## src/rtl/vseg_pkg.sv

```systemverilog
package vseg_pkg;

   // Outcome of classifying one request
   typedef enum logic [1:0] {
      CLS_NONE   = 2'd0,
      CLS_LINEAR = 2'd1,
      CLS_PAGED  = 2'd2,
      CLS_UFAULT = 2'd3
   } vseg_cls_e;

   localparam logic [1:0] CAUSE_USER = 2'b01;
   localparam logic [1:0] CAUSE_PAGE = 2'b10;

   localparam int REG_MODE   = 0;
   localparam int REG_ENABLE = 1;
   localparam int REG_BASE0  = 2;

endpackage

```

## src/rtl/vseg_cfg_regs.sv

```systemverilog
module vseg_cfg_regs #(
   parameter int NSEG  = 16,
   parameter int SEG_W = 4,
   parameter int DW    = 32,
   parameter int AW    = 2
) (
   input  logic                   clk,
   input  logic                   rst_n,
   input  logic                   we,
   input  logic [AW-1:0]          addr,
   input  logic [DW-1:0]          wdata,
   output logic [NSEG-1:0]        mode,
   output logic [NSEG*SEG_W-1:0]  bases,
   output logic                   en
);
   import vseg_pkg::*;

   localparam int BPW = DW / SEG_W;
   localparam int NBW = NSEG / BPW;

   if (NSEG > DW) begin : g_bad_mode
      $error("mode register wider than write data");
   end
   if ((NSEG % BPW) != 0) begin : g_bad_base
      $error("segment count must fill whole base words");
   end

   always_ff @(posedge clk or negedge rst_n) begin
      if (!rst_n) begin
         mode <= '0;
         en   <= 1'b0;
      end else if (we) begin
         if (int'(addr) == REG_MODE)   mode <= wdata[NSEG-1:0];
         if (int'(addr) == REG_ENABLE) en   <= wdata[0];
      end
   end

   for (genvar w = 0; w < NBW; w++) begin : g_base_word
      always_ff @(posedge clk or negedge rst_n) begin
         if (!rst_n)
            bases[w*DW +: DW] <= '0;
         else if (we && int'(addr) == REG_BASE0 + w)
            bases[w*DW +: DW] <= wdata;
      end
   end

   if (NSEG < DW) begin : g_spare
      logic unused_hi;
      assign unused_hi = ^wdata[DW-1:NSEG];
   end

endmodule

```

## src/rtl/vseg_classify.sv

```systemverilog
module vseg_classify #(
   parameter int ADDR_W     = 32,
   parameter int SEG_W      = 4,
   parameter int NSEG       = 16,
   parameter int USER_LIMIT = 11
) (
   input  logic [ADDR_W-1:0]        vaddr,
   input  logic                     user,
   input  logic                     en,
   input  logic [NSEG-1:0]          mode,
   input  logic [NSEG*SEG_W-1:0]    bases,
   output vseg_pkg::vseg_cls_e      cls,
   output logic [ADDR_W-1:0]        paddr
);
   import vseg_pkg::*;

   localparam int OFF_W = ADDR_W - SEG_W;

   if (OFF_W < 1) begin : g_bad_w
      $error("address must be wider than the segment field");
   end
   if (USER_LIMIT > NSEG || USER_LIMIT < 0) begin : g_bad_lim
      $error("user limit out of segment range");
   end

   logic [SEG_W-1:0] seg;
   logic [SEG_W-1:0] base;
   logic             over_limit;

   assign seg        = vaddr[ADDR_W-1 -: SEG_W];
   assign base       = bases[seg*SEG_W +: SEG_W];
   assign over_limit = (int'(seg) >= USER_LIMIT);

   always_comb begin
      cls   = CLS_PAGED;
      paddr = vaddr;
      if (!en) begin
         cls = CLS_LINEAR;
      end else if (user && over_limit) begin
         cls = CLS_UFAULT;
      end else if (mode[seg]) begin
         cls   = CLS_LINEAR;
         paddr = {base, vaddr[OFF_W-1:0]};
      end
   end

endmodule

```

## src/rtl/vseg_out_stage.sv

```systemverilog
module vseg_out_stage #(
   parameter int ADDR_W = 32
) (
   input  logic                clk,
   input  logic                rst_n,
   input  logic                req_valid,
   input  vseg_pkg::vseg_cls_e cls,
   input  logic [ADDR_W-1:0]   paddr,
   input  logic [ADDR_W-1:0]   vaddr,
   input  logic                page_fault,
   output logic                rsp_valid,
   output logic [ADDR_W-1:0]   rsp_paddr,
   output logic                page_req,
   output logic [ADDR_W-1:0]   page_vaddr,
   output logic                fault_valid,
   output logic [1:0]          fault_cause
);
   import vseg_pkg::*;

   logic [1:0] cause_d;

   always_comb begin
      cause_d = '0;
      if (req_valid && cls == CLS_UFAULT) cause_d = cause_d | CAUSE_USER;
      if (page_fault)                     cause_d = cause_d | CAUSE_PAGE;
   end

   always_ff @(posedge clk or negedge rst_n) begin
      if (!rst_n) begin
         rsp_valid   <= 1'b0;
         rsp_paddr   <= '0;
         page_req    <= 1'b0;
         page_vaddr  <= '0;
         fault_valid <= 1'b0;
         fault_cause <= '0;
      end else begin
         rsp_valid   <= req_valid && cls == CLS_LINEAR;
         page_req    <= req_valid && cls == CLS_PAGED;
         fault_valid <= |cause_d;
         fault_cause <= cause_d;
         if (req_valid && cls == CLS_LINEAR) rsp_paddr  <= paddr;
         if (req_valid && cls == CLS_PAGED)  page_vaddr <= vaddr;
      end
   end

endmodule

```

## src/rtl/vseg_translator.sv

```systemverilog
module vseg_translator #(
   parameter int ADDR_W     = 32,
   parameter int SEG_W      = 4,
   parameter int DW         = 32,
   parameter int USER_LIMIT = 11,
   localparam int NSEG      = 1 << SEG_W,
   localparam int NBW       = (NSEG * SEG_W) / DW,
   localparam int CFG_AW    = $clog2(2 + NBW)
) (
   input  logic              clk,
   input  logic              rst_n,
   input  logic              req_valid,
   input  logic [ADDR_W-1:0] req_vaddr,
   input  logic              req_user,
   input  logic              page_fault,
   input  logic              cfg_we,
   input  logic [CFG_AW-1:0] cfg_addr,
   input  logic [DW-1:0]     cfg_wdata,
   output logic              rsp_valid,
   output logic [ADDR_W-1:0] rsp_paddr,
   output logic              page_req,
   output logic [ADDR_W-1:0] page_vaddr,
   output logic              fault_valid,
   output logic [1:0]        fault_cause
);
   import vseg_pkg::*;

   logic [NSEG-1:0]       cfg_mode;
   logic [NSEG*SEG_W-1:0] cfg_bases;
   logic                  cfg_en;
   vseg_cls_e             cls;
   logic [ADDR_W-1:0]     xl_paddr;

   vseg_cfg_regs #(
      .NSEG(NSEG), .SEG_W(SEG_W), .DW(DW), .AW(CFG_AW)
   ) i_cfg (
      .clk(clk), .rst_n(rst_n), .we(cfg_we), .addr(cfg_addr),
      .wdata(cfg_wdata), .mode(cfg_mode), .bases(cfg_bases), .en(cfg_en)
   );

   vseg_classify #(
      .ADDR_W(ADDR_W), .SEG_W(SEG_W), .NSEG(NSEG), .USER_LIMIT(USER_LIMIT)
   ) i_cls (
      .vaddr(req_vaddr), .user(req_user), .en(cfg_en), .mode(cfg_mode),
      .bases(cfg_bases), .cls(cls), .paddr(xl_paddr)
   );

   vseg_out_stage #(
      .ADDR_W(ADDR_W)
   ) i_out (
      .clk(clk), .rst_n(rst_n), .req_valid(req_valid), .cls(cls),
      .paddr(xl_paddr), .vaddr(req_vaddr), .page_fault(page_fault),
      .rsp_valid(rsp_valid), .rsp_paddr(rsp_paddr), .page_req(page_req),
      .page_vaddr(page_vaddr), .fault_valid(fault_valid),
      .fault_cause(fault_cause)
   );

endmodule

```

## config.mk

```make
export PLATFORM = sky130hd
export DESIGN_NAME = vseg_translator
export DESIGN_NICKNAME = d
export VERILOG_FILES = /design/src/rtl/vseg_pkg.sv /design/src/rtl/vseg_cfg_regs.sv /design/src/rtl/vseg_classify.sv /design/src/rtl/vseg_out_stage.sv /design/src/rtl/vseg_translator.sv
export SDC_FILE = /design/constraint.sdc
export NUM_CORES = 1
export LEC_CHECK = 0
export BUFFER_PORTS_ARGS = -buffer_cell sky130_fd_sc_hd__buf_2
export CELL_PAD_IN_SITES_DETAIL_PLACEMENT = 0
export CELL_PAD_IN_SITES_GLOBAL_PLACEMENT = 1
export CORE_MARGIN = 2
export CORE_UTILIZATION = 41
export CTS_CLUSTER_SIZE = 10
export DETAILED_ROUTE_END_ITERATION = 8
export GPL_ROUTABILITY_DRIVEN = 0
export GPL_TIMING_DRIVEN = 0
export PLACE_DENSITY_LB_ADDON = 0.1
export SYNTH_ARGS = -nofsm -noshare
export SYNTH_HDL_FRONTEND = slang
export SYNTH_SLANG_ARGS = --single-unit
```

## constraint.sdc

```tcl
create_clock -name clk -period 1.9 [get_ports clk]
set_input_delay 0.38 -clock clk [delete_from_list [all_inputs] [get_ports clk]]
set_output_delay 0.38 -clock clk [all_outputs]
set_load 0.02 [all_outputs]
```

-- Word-level counts from Yosys, hierarchy flattened
Index checks and enable logic that the tools add are counted.
- output and inout port bits: 69
- logic and storage cells: 39
- register bits after elaboration: 150
- input bits: 72
- equal/unequal tests: 6
- order comparisons: 2
- multiplexer cells: 10
- reduce and logical (&&, ||, !) cells: 10
- shifts and indexed selects: 1
- operators by type and width (cell ; number):
    two-way mux 32 bit ; 3
    indexed part select 64 x 7 -> 4 bit ; 1
    == test 2 bit (second input constant) ; 4
    two-way mux 2 bit ; 4
    logical AND 1 bit ; 6
    less-than comparator 4 x 5 -> 1 bit (second input constant) ; 1
    binary-select mux 1 bit (select 4 bit) ; 1
    == test 2 x 1 -> 1 bit (second input constant) ; 2
    greater-or-equal comparator 4 bit (second input constant) ; 1
    AND reduction 2 bit ; 2
    logical NOT 2 bit ; 1
    two-way mux 1 bit ; 2
    OR reduction 2 bit ; 1

-- Longest topological paths before layout
Gate-level depths: netlist (run 1).
- word-level depth: 10
- mapped depth: 9
- gate-level depth less buffers: 5

-- Hierarchy
From an unflattened synthesis (run 1), not the netlist that was laid out.
- cell total of the unflattened synthesis: 412
- area total of the unflattened synthesis: 6791.5 µm²
- by module, submodules not included (module ; area each (µm²) ; sequential area each (µm²) ; cells an instance ; instances):
    vseg_cfg_regs ; 3015.4 ; 2026.9 ; 173 ; 1
    vseg_out_stage ; 2792.7 ; 1726.7 ; 145 ; 1
    vseg_classify ; 983.4 ; 0.0 ; 94 ; 1

-- Least setup slack after synthesis (run 1)
No wires, ideal clock.
- path type: input to register
- from: in req_vaddr[30]
- to: reg i_out.page_vaddr[10]
- path buffers: 3
- stages: 7
- library setup time: 0.125 ns
- path slack: -0.275 ns
- arrival time: 2.050 ns
- required time: 1.775 ns
- cells stage by stage: buf_6 buf_6 a211o_1 and3_1 a221oi_4 buf_12 mux2_4
- longest elaborated chain between the ends: 7
- elaborated cells between the ends (all ways): 9
- classes of those cells: order compare: 1; eq/ne: 1; mux: 5; reduce/logical: 2
- RTL lines (element ; RTL line ; source):
    start: declaration ; vseg_translator.sv:13 ; input logic [ADDR_W-1:0] req_vaddr,
    binary-select mux 1 bit (select 4 bit) ; vseg_classify.sv:41 ; end else if (mode[seg]) begin
    two-way mux 1 bit (implied by the code) ; vseg_classify.sv:41 ;
    two-way mux 2 bit ; vseg_classify.sv:41 ;
    two-way mux 2 bit * ; vseg_classify.sv:39 ; end else if (user && over_limit) begin
    two-way mux 2 bit * ; vseg_classify.sv:37 ; if (!en) begin
    == test 2 bit * ; vseg_out_stage.sv:42 ; if (req_valid && cls == CLS_PAGED) page_vaddr <= vaddr;
    logical AND 1 bit * ; vseg_out_stage.sv:42 ;
    end signal: assignment ; vseg_out_stage.sv:42 ;
    end: declaration ; vseg_out_stage.sv:14 ; output logic [ADDR_W-1:0] page_vaddr,
Every way passes the cells marked *; elsewhere a longest branch is shown, timed or not. The select of a mux whose other input is x is not followed.
A chain may end at the register's enable or synchronous reset.

-- Worst setup path in the final report (run 1)
- from: reg i_cfg.mode[1]
- to: reg i_out.page_vaddr[22]
- longest elaborated chain between the ends: 7
- RTL lines (element ; RTL line ; source):
    start: declaration ; vseg_cfg_regs.sv:12 ; output logic [NSEG-1:0] mode,
    binary-select mux 1 bit (select 4 bit) ; vseg_classify.sv:41 ;
    two-way mux 1 bit (implied by the code) ; vseg_classify.sv:41 ;
    two-way mux 2 bit ; vseg_classify.sv:41 ;
    two-way mux 2 bit ; vseg_classify.sv:39 ;
    two-way mux 2 bit ; vseg_classify.sv:37 ;
    == test 2 bit ; vseg_out_stage.sv:42 ;
    logical AND 1 bit ; vseg_out_stage.sv:42 ;
Every way passes these cells. The select of a mux whose other input is x is not followed.

==> summary.md, run 1 <==
The flow ran to the end, but the final reports show violations. The final reports fail on setup timing. The tightest hold path in the finished design has a slack of 0.08097 ns. STA classifies the critical path endpoint as a flop. The final core area utilization is 0.5260.

The run gives 0 as the remaining design rule violation count. Setup repair after global routing could not meet its margin everywhere. The first global-routing pass estimated 22.25 mm of wire. The synthesis-to-finish area growth works out to 26.92%.

The tightest min-delay check is of the in -> reg type. For this run, the top clock speed supported by timing is 496.9 MHz. The initial antenna violation count is 0, and the share of layout cells above drive strength 1 is 0.6153.

The actual transition at the worst max-transition pin works out to 0.6868 ns. The number of nets handed over by synthesis was 475. The post-detailed-routing wire length came out at 14.46 mm.

TritonCTS built the clock tree. The max-slew violation total from the final report is 0. The worst hold path begins at page_fault. Starting density of the core: 0.4145. The share of flip-flops with an asynchronous set or reset after synthesis is 1.000, and the shortest period the worst path allows is 2.012 ns.

Dividing total power by cell area gives a power density of 1296 mW/mm^2. For flop-to-flop paths, the worst setup slack is -0.11 ns. Count of distinct cell types in the synthesized netlist: 38. The number of cells on the worst hold path was 1; the total cell area at the placement stage was 0.007508 sq mm. The top cell types in the final layout, fill and taps aside, are 150 x dfrtp_1, 135 x buf_2, 112 x mux2_2, 29 x mux2_4, 18 x clkbuf_16. The width of the chip works out to 130.0 um.

Prior to clock tree synthesis, the placed netlist has a worst setup slack of -0.6233 ns. For the worst ir drop on vdd, the log shows 685.0 uV. For this run, the leading register cell type out of synthesis is dfrtp_1. During synthesis, Yosys emitted a total of 0 warnings. Chip height: 130.0 um.

For the final database, setup skew stands at 0.007464 ns. The count of nets left with antenna violations once routing finished came out at 0. The tool flagged a number of max-cap violations equal to 0. Origin of the critical flop-to-flop path: i_cfg.mode[1]$_DFFE_PN0P_. In this run the worst path has a maximum fanout of 10. The design draws 10,710 uW. The total track usage is 0.1785, and the number of enable-type register cells in the synthesized netlist is 0. The worst setup path is launched from a flop. Port buffering added 137 buffers.

For this block, the initial DRC count from the detailed router was 166. The number of buffers inserted during clock tree synthesis was 17; the first-pass iteration count of the detailed router was 4. 141 I/O pins were placed. The H-tree was split into 4 levels. The worst reg2reg path depth was 7. The number of fill cells was 1,376. The average cell area after synthesis is 16.16 sq um, and the data arrival time at the worst-slack endpoint is 2.31 ns. The mapped netlist covers 0.006512 sq mm. The HPWL after detailed placement is 10.62 mm. The required time at the endpoint of the critical path was 2.20 ns. Clock-pin slew was measured on the worst setup and hold paths at 0.06 ns. Global routing finished with a remaining overflow of 0.

Setup violations remaining at the end of the flow were counted as 29. For this block, the via count after detailed routing is 3,964. The cell count after synthesis came out at 403. Clock sink total: 150.

The tree is rooted in a clkbuf_16. The library cell used most frequently in the layout, excluding fill and tap cells, is dfrtp_1. The diode insertion count for antenna repair was 0. The worst relative slew slack is 0.5421. For this design the static power due to leakage is 0.003775 uW. For the via count of the first global-routing pass, the log shows 4,130.

The final critical-path share of the clock period was 1.059. The worst setup path is of the reg -> reg kind. In the final routed layout, each cell accounts on average for 18.23 um. The logs give 0.01571 sq mm for the area of the core region and 636 for the number of nets in the finished design.

The tools report the sequential cell area fraction in the yosys report as 0.5764. The clock latency reported for the late side of the worst-skew pair was 0.42 ns. With fillers left out, the area of the finished cells amounts to 0.008265 sq mm. After synthesis the netlist holds a flip-flop and latch count of 150. The clock passes through at most 2 buffers. The area enclosed by the die boundary came out at 0.01691 sq mm. The path with the worst hold slack has its endpoint at i_out.fault_cause[1]$_DFF_PN0_. Entering global routing, the biggest net connects 86 pins.

The final worst slack is -0.1123 ns. The ratio of routed vias to standard cells is 4.999. The logs give 0 for the final-report hold violation count and 46 for the number of core rows. The endpoint identified for the worst register-to-register timing path is i_out.page_vaddr[22]$_DFFE_PN0P_.
-- area by class of cell --
| cell class | instances | area, sq um | area share |
|---|---|---|---|
| plain buffers | 22 | 222.7 | 0.02695 |
| clock buffers | 25 | 505.5 | 0.06116 |
| clock inverters | 7 | 92.59 | 0.01120 |
| inverters | 2 | 7.507 | 0.0009083 |
| multi-input cells | 228 | 2601 | 0.3147 |
| flip-flops and latches | 150 | 3754 | 0.4541 |
| well taps | 216 | 270.3 | 0.03270 |
| repair buffers | 143 | 812.0 | 0.09824 |
-- critical path, stage by stage, from the launching register on --
cell,delay (ns)
dfrtp_1,0.37
and2b_1,0.15
a211o_1,0.25
and3_4,0.17
a221oi_4,0.30
buf_12,0.19
buf_12,0.15
mux2_4,0.30
-- metrics by stage --
step | setup TNS (ns) | cells
2_1_floorplan | -9.629 | 403
3_3_place_gp | -288.66 | 756
3_5_place_dp | -36.22 | 757
4_1_cts | -2.404 | 791
5_1_grt | -3.721 | 793
6_report | -2.670 | 793
-- worst max path at each step --
stage | depth (start not counted) | startpoint | slack, ns | endpoint
2_1_floorplan | 7 | req_vaddr[31] | -0.27 | i_out.page_vaddr[10]$_DFFE_PN0P_
3_3_place_gp | 1 | rst_n | -1.71 | i_cfg.mode[10]$_DFFE_PN0P_
3_5_place_dp | 7 | req_vaddr[28] | -0.62 | i_out.rsp_paddr[30]$_DFFE_PN0P_
4_1_cts | 7 | i_cfg.mode[1]$_DFFE_PN0P_ | -0.10 | i_out.page_vaddr[2]$_DFFE_PN0P_
5_1_grt | 7 | i_cfg.mode[1]$_DFFE_PN0P_ | -0.14 | i_out.page_vaddr[27]$_DFFE_PN0P_
6_report | 7 | i_cfg.mode[1]$_DFFE_PN0P_ | -0.11 | i_out.page_vaddr[22]$_DFFE_PN0P_
-- state kept, by name, summed over array words and instances (netlist names) --
signal / flops
i_cfg.en: 1
i_out.rsp_paddr: 32
i_out.rsp_valid: 1
i_out.fault_cause: 2
i_out.fault_valid: 1
i_cfg.bases: 64
i_out.page_req: 1
i_out.page_vaddr: 32
i_cfg.mode: 16
-- repair_timing --
action	4_1_cts	5_1_grt
hold buffers	1	0
cloned	1	1
endpoints found under the hold margin	65	0
resized for setup	9	10
pin swaps	2	2
setup endpoints to repair	71	61
setup buffers	1	1
-- synth_stat cells (3+ instances only) --
| master | n | area share |
|---|---|---|
| clkbuf_1 | 7 | 0.0040 |
| a211oi_1 | 3 | 0.0035 |
| buf_1 | 3 | 0.0017 |
| dfrtp_1 | 150 | 0.58 |
| and2_1 | 5 | 0.0048 |
| nand3_1 | 5 | 0.0038 |
| nand2_1 | 14 | 0.0081 |
| nor2b_1 | 4 | 0.0038 |
| buf_6 | 7 | 0.012 |
| mux2i_1 | 7 | 0.011 |
| mux2_4 | 29 | 0.067 |
| mux4_2 | 16 | 0.055 |
| a31oi_1 | 5 | 0.0048 |
| a221o_1 | 4 | 0.0061 |
| mux2_2 | 112 | 0.19 |
| buf_12 | 3 | 0.0092 |
-- power breakdown --
| group | switching (uW) | leakage [uW] | internal [uW] |
|---|---|---|---|
| Sequential | 409 | 0.00178 | 4010 |
| Combinational | 1450 | 0.00170 | 1500 |
| Clock | 1240 | 0.000297 | 2110 |
-- per-layer routing --
metal | vias up | part of all wire | global-route usage | wire (um)
met5 | - | 0 | 0 | 0
met4 | 0 | 0.013 | 0.06325 | 190
met3 | 15 | 0.047 | 0.04428 | 675
met2 | 101 | 0.52 | 0.3067 | 7481
met1 | 2045 | 0.42 | 0.2200 | 6107
li1 | 1803 | - | - | -
-- logic make-up (layout without fill, tap and decap cells) --
family / Yosys count / after routing / synth area share
compound gates: 21 / 21 / 0.02824
buf+inv: 25 / 199 / 0.03093
flops: 150 / 150 / 0.5764
mux: 164 / 164 / 0.3266
simple gates: 43 / 43 / 0.03785
Note: power is estimated with default switching activity, not from simulation.
==> run 2, diff against run 1 <==
--- a/config.mk
+++ b/config.mk
@@ -5,11 +5,12 @@
 export SDC_FILE = /design/constraint.sdc
 export NUM_CORES = 1
 export LEC_CHECK = 0
+export ABC_AREA = 1
 export BUFFER_PORTS_ARGS = -buffer_cell sky130_fd_sc_hd__buf_2
 export CELL_PAD_IN_SITES_DETAIL_PLACEMENT = 0
 export CELL_PAD_IN_SITES_GLOBAL_PLACEMENT = 1
 export CORE_MARGIN = 2
-export CORE_UTILIZATION = 41
+export CORE_UTILIZATION = 37
 export CTS_CLUSTER_SIZE = 10
 export DETAILED_ROUTE_END_ITERATION = 8
 export GPL_ROUTABILITY_DRIVEN = 0
==> summary.md, run 2 <==
For the post-detailed-placement half-perimeter wirelength, the log shows 13.32 mm. The total area inside the core boundary comes to 0.01730 sq mm. The run gives 0 as the final-report hold violation count. The ratio of routed vias to standard cells works out to 4.813.

Global-route congestion overflow total: 0. The number of gates given a new drive strength after cts is 0. The path class of the tightest hold or removal check is in -> reg. For this run, the post-layout net count is 979. The worst relative slew slack is 0.5536. At the later pin of the worst-skew pair, clock insertion delay measures 0.42 ns. The netlist uses 26 different library cells.

The final routed wire length divided by cell count was 15.95 um. The cell at the root of the clock tree is clkbuf_16. The worst register-to-register path begins at i_cfg.mode[0]$_DFFE_PN0P_. TritonCTS built the clock tree. The largest registers in the layout are i_cfg.bases (64), i_out.page_vaddr (32), i_out.rsp_paddr (32).

At the pin with the least slew margin, the transition time is 0.6697 ns. Synthesis produced a netlist with a net count of 822. The number of buffers inserted during clock tree synthesis was 17; the number of enable-type register cells in the synthesized netlist was 0.

Most area-hungry cell type in the Yosys netlist: dfrtp_1. The max-slew violation total from the final report came out at 0. In this run the worst path has a maximum fanout of 10. In this run, synthesis produced a sequential element count of 150. The tools report the beginning of the worst hold path as page_fault.

The number of H-tree levels is 4. The remaining design rule violation count was 0; the worst reg2reg path depth was 9. The clock transition at the registers of the reported paths is 0.06 ns. In this run the tool buffered the top-level ports with 137 buffer cells.

The number of setup violations in the final report is 0. The worst-path cell with the longest stage delay was dfrtp_1. The logs give 2.20 ns for the required time at the endpoint of the critical path and 2 for the number of buffers on the longest clock path. The flow ran to the end, and the final reports show no timing, DRC or antenna violations.

Fraction of post-synthesis cell area in the top cell type by area: 0.5727. The category of the worst setup path capture point was a flop. The tools report the initial antenna violation count as 0.

Power spread over the standard cell area amounts to 1250 mW/mm^2. Setup repair after global routing left no endpoint under its margin. After synthesis, the most frequently instantiated cells are 193 x nand2_1, 150 x dfrtp_1, 136 x o21ai_0, 86 x inv_1, 34 x nor2_1. The die is 137.1 um wide. 0 antenna diodes ended up in the layout. Total track usage: 0.2007. The clock drives 150 sinks.

The count of nets left with antenna violations once routing finished came out at 0. Yosys printed 0 warnings. The type of the setup path with the least slack is reg -> reg.

Walking the worst path, the cells encountered are or2_1 > nand3_1 > nand3_1 > nand3_2 > nand3_1 > buf_4 > buf_2 > nand2_1 > o21ai_0. The register with the most flip-flops in the layout has 64 of them. For this design the top-level I/O count stands at 141.

For the worst clock skew, the log shows 0.006440 ns. The final layout contains routed wiring with a total length of 18.25 mm. The worst register-to-register path has a setup slack of 0.25 ns.

The sequential cell area fraction in the yosys report came out at 0.5727. For the finished layout, the period the worst path requires is 1.652 ns. Among all cell types in the netlist, the one instantiated most often is nand2_1. After synthesis, the mean cell area works out to 8.738 sq um.

The worst hold endpoint was i_out.fault_cause[1]$_DFF_PN0_. Summing over every cut layer, the via total after detailed routing is 5,506. The via count of the first global-routing pass was 5,404; the share of layout cells above drive strength 1 was 0.2535. Ranked by total cell area, the synthesized netlist is headed by dfrtp_1 57%, nand2_1 11%, o21ai_0 10%. The tools report the total of max-cap violations as 0. The logs give 0.006554 sq mm for the summed instance area of the synthesized netlist and 275 for the number of DRC markers after the initial detailed-route iteration. The total cell area at the placement stage came out at 0.007555 sq mm. For this run, the leading register cell type out of synthesis is dfrtp_1. The global-route wire length before repair was 28.48 mm; the final critical-path share of the clock period was 0.8693. Before antenna repair, the detailed router went through 5 iterations. The analysis attributes to cell leakage a power of 0.004285 uW.

The cell count after synthesis came out at 750. The tools report the number of core rows as 48. Register name with the most flops: i_cfg.bases.

The finished cells cover 0.008209 sq mm. The capture point of the worst reg-to-reg path is i_out.page_vaddr[4]$_DFFE_PN0P_. The tightest hold path in the finished design has a slack of 0.07845 ns. Entering global routing, the biggest net connects 82 pins. The starting density of the core is 0.3789, and the share of flip-flops with an asynchronous set or reset after synthesis is 1.000. On the worst path, the slowest cell contributes a delay of 0.38 ns. Data arrival time at the worst-slack endpoint: 1.95 ns. IR analysis of the VDD net gives a maximum drop of 698.9 uV. In this run the vertical extent of the chip is 137.1 um. In the layout the commonest cells are 193 x nand2_1, 150 x dfrtp_1, 144 x buf_2, 136 x o21ai_0, 86 x inv_1. The die covers 0.01879 sq mm. Timing would allow up to 605.4 MHz. The cell repeated most along the worst path is nand3_1.

Compared with the post-synthesis result, the final layout area differs by 25.26%. The number of cells on the worst hold path works out to 1. Post-CTS setup repair buffer count: 0. Leaving out fill and tap cells, the most frequent cell in the layout is nand2_1. The tools report the startpoint type of the worst setup path as a flop.
[run 2: changes by cell type after synthesis, sizes merged, moves of 16 or more]
cell | previous run | this run
nand3 | 5 | 29
nand2 | 14 | 198
o21ai | 1 | 169
inv | 2 | 89
nor2 | 2 | 34
mux4 | 16 | 0
mux2 | 141 | 0
nor3 | 0 | 20
[run 2: where the power goes]
| group | internal [uW] | switching [uW] | total (uW) |
|---|---|---|---|
| sequential | 3870 | 379 | 4250 |
| clock | 2340 | 1380 | 3720 |
| combinational | 800 | 1490 | 2290 |
| total | 7010 | 3250 | 10300 |
[run 2: worst max path at each step]
stage | start | depth (start not counted) | slack [ns] | end
floorplan | req_vaddr[28] | 10 | 0.36 | i_out.rsp_paddr[30]$_DFFE_PN0P_
global placement | rst_n | 1 | -1.70 | i_cfg.bases[50]$_DFFE_PN0P_
detailed placement | req_vaddr[28] | 12 | -0.28 | i_out.rsp_paddr[28]$_DFFE_PN0P_
CTS | req_vaddr[28] | 12 | 0.16 | i_out.rsp_paddr[28]$_DFFE_PN0P_
global route | i_cfg.mode[7]$_DFFE_PN0P_ | 10 | 0.10 | i_out.page_vaddr[8]$_DFFE_PN0P_
finish | i_cfg.mode[0]$_DFFE_PN0P_ | 9 | 0.25 | i_out.page_vaddr[4]$_DFFE_PN0P_
[run 2: cell type report]
class / count / area (sq um)
buffer: 42 / 257.7
clock buffer: 17 / 425.4
clock inverter: 14 / 222.7
fill: 1802 / 9087
inverter: 89 / 334.1
multi-input combinational: 468 / 2205
sequential: 150 / 3754
tap: 225 / 281.5
timing repair buffer: 139 / 729.5
[run 2: logic make-up after synthesis]
family | after synthesis | share of synthesized area
compound gates | 182 | 0.1564
buf+inv | 132 | 0.09088
flops | 150 | 0.5727
simple gates | 286 | 0.1800
[run 2: worst max-delay path, delay by kind of cell, from the launching register on]
family	cells	cell delay [ns]
compound gates	1	0.08
buf+inv	2	0.40
flops	1	0.38
simple gates	6	0.66
[run 2: per-layer routing]
metal	up-vias	global-route usage	share of wire
met1	2624	0.2669	0.46
met2	155	0.3331	0.47
met3	23	0.03296	0.049
met5	-	0	0
met4	0	0.06873	0.017
li1	2704	-	-
[run 2: stage by stage]
step | utilization | TNS (ns) | worst slack, ns | power [uW] | std cells
after global placement | 0.4348 | -255.07 | -1.699 | 6544 | 1112
after detailed placement | 0.4368 | -1.996 | -0.2841 | 6616 | 1113
after global routing | 0.4746 | 0 | 0.1047 | 10780 | 1144
final | 0.4746 | 0 | 0.2483 | 10260 | 1144
after floorplan | - | 0 | 0.3617 | 5677 | 750
after CTS | 0.4748 | 0 | 0.1610 | 10350 | 1145
[run 2: repair_timing]
action / in CTS / in global routing
endpoints found under the setup margin: 0 / 1
endpoints found under the hold margin: 13 / 0
hold buffers: 1 / 0
